## config.mk

```make
export PLATFORM = sky130hd
export DESIGN_NAME = mdm_status_top
export DESIGN_NICKNAME = d
export VERILOG_FILES = /design/src/rtl/mdm_pkg.sv /design/src/rtl/mdm_ctl_reg.sv /design/src/rtl/mdm_line.sv /design/src/rtl/mdm_status_top.sv
export SDC_FILE = /design/constraint.sdc
export NUM_CORES = 1
export LEC_CHECK = 0
export ABC_CLOCK_PERIOD_IN_PS = 1900
export BUFFER_PORTS_ARGS = -buffer_cell sky130_fd_sc_hd__buf_4
export CAP_MARGIN = 20
export CORE_MARGIN = 5
export CORE_UTILIZATION = 54
export DETAILED_ROUTE_END_ITERATION = 10
export HOLD_SLACK_MARGIN = 0.08
export PLACE_DENSITY = 0.84
export SLEW_MARGIN = 20
export SYNTH_ARGS = -nofsm -noshare
export SYNTH_HDL_FRONTEND = slang
export SYNTH_SLANG_ARGS = --single-unit
```

## constraint.sdc

```tcl
create_clock -name clk -period 1.9 [get_ports clk]
set_input_delay 0.095 -clock clk [delete_from_list [all_inputs] [get_ports clk]]
set_output_delay 0.095 -clock clk [all_outputs]
set_load 0.05 [all_outputs]
```

## src/rtl/mdm_pkg.sv

```systemverilog
package mdm_pkg;
   // Upper bound on line count; ring and carrier halves must fit the word.
   localparam int MAX_LINES = 16;

   // How the hang-up pulse leaves a line slice.
   typedef enum logic {
      HANG_REG  = 1'b0,
      HANG_COMB = 1'b1
   } hang_style_e;
endpackage

```

## src/rtl/mdm_ctl_reg.sv

```systemverilog
module mdm_ctl_reg #(
   parameter int NLINES = 8
) (
   input  logic                  clk,
   input  logic                  rst_n,
   input  logic [1:0]            wr_en,
   input  logic [2*NLINES-1:0]   wr_data,
   input  logic                  dev_clr,
   output logic [2*NLINES-1:0]   ctl_q,
   output logic                  wr_any,
   output logic [NLINES-1:0]     dtr_old,
   output logic [NLINES-1:0]     dtr_new
);
   localparam int CW = 2 * NLINES;

   logic [CW-1:0] merged;
   logic [CW-1:0] nxt;

   // One half per write enable.
   for (genvar h = 0; h < 2; h++) begin : g_half
      assign merged[h*NLINES +: NLINES] =
         wr_en[h] ? wr_data[h*NLINES +: NLINES] : ctl_q[h*NLINES +: NLINES];
   end

   always_comb begin
      nxt = merged;
      if (dev_clr) nxt[NLINES-1:0] = '0;   // soft clear after the write
   end

   always_ff @(posedge clk or negedge rst_n) begin
      if (!rst_n) ctl_q <= '0;
      else        ctl_q <= nxt;
   end

   assign wr_any  = |wr_en;
   assign dtr_old = ctl_q[CW-1:NLINES];
   assign dtr_new = merged[CW-1:NLINES];

   a_r8_clear_empties_low: assert property (@(posedge clk) disable iff (!rst_n)
      dev_clr |=> ctl_q[NLINES-1:0] == '0);
   a_r8_clear_keeps_dtr: assert property (@(posedge clk) disable iff (!rst_n)
      (dev_clr && !wr_en[1]) |=> $stable(ctl_q[CW-1:NLINES]));
   a_r7_high_half_loads: assert property (@(posedge clk) disable iff (!rst_n)
      wr_en[1] |=> ctl_q[CW-1:NLINES] == $past(wr_data[CW-1:NLINES]));
endmodule

```

## src/rtl/mdm_line.sv

```systemverilog
module mdm_line #(
   parameter mdm_pkg::hang_style_e STYLE = mdm_pkg::HANG_REG
) (
   input  logic clk,
   input  logic rst_n,
   input  logic mctl_en,
   input  logic auto_en,
   input  logic con_p,
   input  logic dis_p,
   input  logic wr_any,
   input  logic dtr_old,
   input  logic dtr_new,
   output logic ring_o,
   output logic car_o,
   output logic hang_o
);
   logic ring_q, car_q, conn_q;
   logic ring_d, car_d, conn_d, hang_d;

   // Order inside one cycle: disconnect, write, connect, carrier sweep.
   always_comb begin
      conn_d = conn_q & ~dis_p;
      ring_d = ring_q;
      car_d  = car_q;
      hang_d = 1'b0;
      if (mctl_en && wr_any) begin
         if (dtr_new) begin
            car_d  = car_d | ring_q;
            ring_d = 1'b0;
         end
         if (auto_en && dtr_old && !dtr_new && conn_d) begin
            hang_d = 1'b1;
            car_d  = 1'b0;
            conn_d = 1'b0;
         end
      end
      if (con_p) begin
         conn_d = 1'b1;
         if (mctl_en) begin
            if (dtr_new) car_d  = 1'b1;
            else         ring_d = 1'b1;
         end
      end
      if (mctl_en) car_d = car_d & conn_d;
   end

   always_ff @(posedge clk or negedge rst_n) begin
      if (!rst_n) begin
         ring_q <= 1'b0;
         car_q  <= 1'b0;
         conn_q <= 1'b0;
      end else begin
         ring_q <= ring_d;
         car_q  <= car_d;
         conn_q <= conn_d;
      end
   end

   assign ring_o = ring_q;
   assign car_o  = car_q;

   generate
      if (STYLE == mdm_pkg::HANG_REG) begin : g_hang_reg
         logic hang_q;
         always_ff @(posedge clk or negedge rst_n) begin
            if (!rst_n) hang_q <= 1'b0;
            else        hang_q <= hang_d;
         end
         assign hang_o = hang_q;

         a_r4_hang_needs_enables: assert property (@(posedge clk) disable iff (!rst_n)
            hang_q |-> $past(mctl_en && auto_en && wr_any && dtr_old));
         a_r4_hang_drops_carrier: assert property (@(posedge clk) disable iff (!rst_n)
            hang_q |-> !car_q);
      end else begin : g_hang_comb
         assign hang_o = hang_d;
      end
   endgenerate

   a_r5_carrier_needs_conn: assert property (@(posedge clk) disable iff (!rst_n)
      mctl_en |=> !(car_q && !conn_q));
   a_r2_connect_grants_carrier: assert property (@(posedge clk) disable iff (!rst_n)
      (mctl_en && con_p && !wr_any && dtr_old) |=> car_q);
endmodule

```

## src/rtl/mdm_status_top.sv

```systemverilog
module mdm_status_top #(
   parameter int                   NLINES     = 8,
   parameter mdm_pkg::hang_style_e HANG_STYLE = mdm_pkg::HANG_REG
) (
   input  logic                  clk,
   input  logic                  rst_n,
   input  logic                  mctl_en,
   input  logic                  auto_en,
   input  logic [NLINES-1:0]     conn_p,
   input  logic [NLINES-1:0]     disc_p,
   input  logic [1:0]            wr_en,
   input  logic [2*NLINES-1:0]   wr_data,
   input  logic                  dev_clr,
   output logic [2*NLINES-1:0]   ctl_o,
   output logic [2*NLINES-1:0]   status_o,
   output logic [NLINES-1:0]     hangup_o
);
   localparam int CW = 2 * NLINES;

   if (NLINES < 1 || NLINES > mdm_pkg::MAX_LINES) begin : g_bad_lines
      $error("mdm_status_top: NLINES out of range");
   end

   logic              wr_any;
   logic [NLINES-1:0] dtr_old, dtr_new, ring, car;

   mdm_ctl_reg #(.NLINES(NLINES)) u_ctl (
      .clk     (clk),
      .rst_n   (rst_n),
      .wr_en   (wr_en),
      .wr_data (wr_data),
      .dev_clr (dev_clr),
      .ctl_q   (ctl_o),
      .wr_any  (wr_any),
      .dtr_old (dtr_old),
      .dtr_new (dtr_new)
   );

   for (genvar i = 0; i < NLINES; i++) begin : g_line
      mdm_line #(.STYLE(HANG_STYLE)) u_line (
         .clk     (clk),
         .rst_n   (rst_n),
         .mctl_en (mctl_en),
         .auto_en (auto_en),
         .con_p   (conn_p[i]),
         .dis_p   (disc_p[i]),
         .wr_any  (wr_any),
         .dtr_old (dtr_old[i]),
         .dtr_new (dtr_new[i]),
         .ring_o  (ring[i]),
         .car_o   (car[i]),
         .hang_o  (hangup_o[i])
      );
   end

   assign status_o = {car, ring};

   a_r6_status_frozen: assert property (@(posedge clk) disable iff (!rst_n)
      !mctl_en |=> $stable(status_o));
   a_r3_dtr_clears_ring: assert property (@(posedge clk) disable iff (!rst_n)
      (mctl_en && wr_en[1] && conn_p == '0) |=>
         (status_o[NLINES-1:0] & ctl_o[CW-1:NLINES]) == '0);
endmodule

```

==> results.json <==
{
  "yosysUniqueCellTypes": 37,
  "timing.final.ws_setup_ps": 572,
  "postCtsHoldBufs": 24,
  "holdPathStages": 3,
  "r2r-end": "u_ctl.ctl_q[4]$_DFFE_PN0P_",
  "worst_setup_path_end_kind": "register",
  "first_pass_iters": 4,
  "pre_cts_slack_ps": 583,
  "synthMostInstantiatedCell": "dfrtp_1",
  "avgSynthCellArea_um2": 11.3,
  "reg2reg_from": "u_ctl.ctl_q[4]$_DFFE_PN0P_",
  "drcViolationCount": 0,
  "critPathTopFamily": "buffers and inverters",
  "cts-root-buf": "clkbuf_8",
  "path_class": "in2reg",
  "clock-sinks": 48,
  "min_period_over_period_pct": 69.9,
  "r2r_cells": 3,
  "vias": 1839,
  "io_pins": 79,
  "max_slew_margin_pct": 59.7,
  "ys_ff_latch": 48,
  "antenna-diode-count": 0,
  "synth_ff_type": "dfrtp_1",
  "track_usage_pct": 19.2,
  "synth_top_area_share_pct": 49.1,
  "timing.fmax_ghz": 0.753,
  "cts.htree.levels": 2,
  "cts.repair.resized": 0,
  "clkSlewWorstSetupHoldPaths_ps": 90,
  "gp_congestion": 0.826,
  "cp-start-kind": "input pin",
  "worstPathRequired_ps": 2090,
  "fin_skew_ps": 4.57,
  "drt-initial-drc-count": 125,
  "dpl.cell_count": 307,
  "core_area_mm2": 0.00438,
  "seq_area_mm2": 0.00120,
  "insertion_delay_ps": 290,
  "drt-total-wl_um": 5670,
  "vias_per_cell": 5.42,
  "cts_buffers": 5,
  "critPathMaxFanout": 5,
  "dpl.hpwl_um": 3860,
  "cts_tree": "built",
  "min_period_ps": 1330,
  "area_delta_synth_final_pct": 29.0,
  "p_per_area_mw_per_mm2": 931,
  "whs_endpoint": "g_line[5].u_line.hang_o$_DFF_PN0_",
  "multi_input_area_um2": 928,
  "start_util_pct": 55.8,
  "layout.nets": 325,
  "synth_edf_count": 0,
  "status": "finished clean",
  "cts_buffer_depth": 2,
  "grt_pass1_vias": 1976,
  "ir_drop_mv": 0.520,
  "synthArstFlopShare_pct": 100,
  "ant_nets": 0,
  "worstMarginPinSlew_ps": 600,
  "synth_area_mm2": 0.00245,
  "worstPathArrival_ps": 1510,
  "dieHeight_um": 77.3,
  "drive_gt1_share_pct": 39.0,
  "synthCells": 216,
  "rows": 24,
  "path_cells": "dlygate4sd3_1 > buf_4 > or4bb_1 > o2bb2ai_1 > a211oi_1",
  "synthTopCellsByArea": "dfrtp_1, buf_4, mux2i_1, nand2b_1, mux2_4",
  "rsz0062_at_grt": "false",
  "setup_tns_ps": 0,
  "min_path_type": "in2reg",
  "grt_pass1_wl_um": 9430,
  "reg2reg_slack_ps": 660,
  "die_x_um": 77.3,
  "hold_start": "disc_p[5]",
  "portBuffers": 78,
  "die_area_mm2": 0.00598,
  "wire_per_inst_um": 16.7,
  "yosysTopAreaCell": "dfrtp_1",
  "cp.buffers_inverters": 2,
  "ys_seq_area_share_pct": 49.1,
  "grt_max_degree": 49,
  "leakage_nw": 1.48,
  "drv_cap": 0,
  "ys_top_cells_by_count": "dfrtp_1, buf_4, nor2_1",
  "postCtsSetupBuffers": 0,
  "yosysWarnings": 0,
  "max_stage_delay_ps": 530,
  "antenna_found_initial": 0,
  "fill_cells": 312,
  "finalMaxSlewViolations": 0,
  "syn_nets": 255,
  "hold_violations": 0,
  "instances_no_fill": 339,
  "cp_slowest_cell": "dlygate4sd3_1",
  "grt-ovfl-total": 0,
  "final-setup-viol-count": 0
}
metrics by stage:
step | hold slack, ps | area (um2) | total power (W) | utilization (%)
4_1_cts | 88.0 | 3160 | 0.00295 | 72.0
5_1_grt | 94.6 | 3160 | 0.00306 | 72.0
2_1_floorplan | -201 | 2450 | 0.00199 | -
3_3_place_gp | 138 | 2810 | 0.00216 | 64.0
6_report | 92.6 | 3160 | 0.00294 | 72.0
3_5_place_dp | 150 | 2810 | 0.00218 | 64.0
registers in the layout (all words and copies together) (netlist names):
name                  count
g_line.u_line.hang_o      8
g_line.u_line.car_o       8
g_line.u_line.ring_o      8
g_line.u_line.conn_q      8
u_ctl.ctl_q              16
layout make-up:
type                    count  area share (%)
clock buffers               5            2.18
repair buffers            102            26.1
multi-input cells         122            29.4
well taps                  52            2.06
clock inverters             3            1.35
flip-flops and latches     48            38.0
inverters                   7           0.832
tightest hold or removal path, cell delays in order:
cell and delay [ps]:
buf_4 70, or2b_2 130, nor4b_2 60
worst max path at each step:
stage	depth (start not counted)	slack (ps)	start	endpoint
floorplan	3	760	u_ctl.ctl_q[8]$_DFF_PN0_	g_line[0].u_line.car_o$_DFF_PN0_
global placement	4	650	mctl_en	g_line[3].u_line.car_o$_DFF_PN0_
detailed placement	4	580	mctl_en	g_line[2].u_line.car_o$_DFF_PN0_
CTS	5	600	conn_p[0]	g_line[0].u_line.car_o$_DFF_PN0_
global route	5	530	conn_p[0]	g_line[0].u_line.car_o$_DFF_PN0_
finish	5	570	conn_p[0]	g_line[0].u_line.car_o$_DFF_PN0_
cells by family after synthesis:
logic type,count (synthesis),share of synthesized area (%)
flops,48,49.1
mux,16,7.57
simple gates,56,16.2
buf+inv,46,13.0
compound gates,50,14.2
cell usage in the layout (no fill, tap or decap), types with 4 or more instances in the layout:
cell type      netlist  layout
a21oi_1              8       8
a22oi_1              7       7
a31oi_1              7       7
and2_1               4       4
buf_4               32      78
clkbuf_8             0       5
dfrtp_1             48      48
dlygate4sd3_1        0      24
inv_1                7       7
mux2_2               4       4
mux2_4               4       4
mux2i_1              8       8
nand2_1              9       9
nand2b_1            10      10
nor2_1              11      11
nor3b_1              5       5
nor4b_2              4       4
o21ai_0              7       7
o21ai_1              8       8
o32ai_1              5       5
per-layer routing:
| metal | global-route usage, % | up-vias | share of wire (%) | wire length [um] |
|---|---|---|---|---|
| met5 | 0 | - | 0 | 0 |
| met4 | 5.33 | 0 | 0.67 | 38 |
| met3 | 5.50 | 4 | 7.1 | 403 |
| met2 | 33.2 | 67 | 51 | 2890 |
| met1 | 23.2 | 897 | 41 | 2330 |
| li1 | - | 871 | - | - |
where the power goes:
group | switching, W | internal (W)
logic | 0.000609 | 0.000356
clock network | 0.000345 | 0.000390
registers | 0.000106 | 0.00113
No activity file was read; power rests on OpenSTA's default activity.
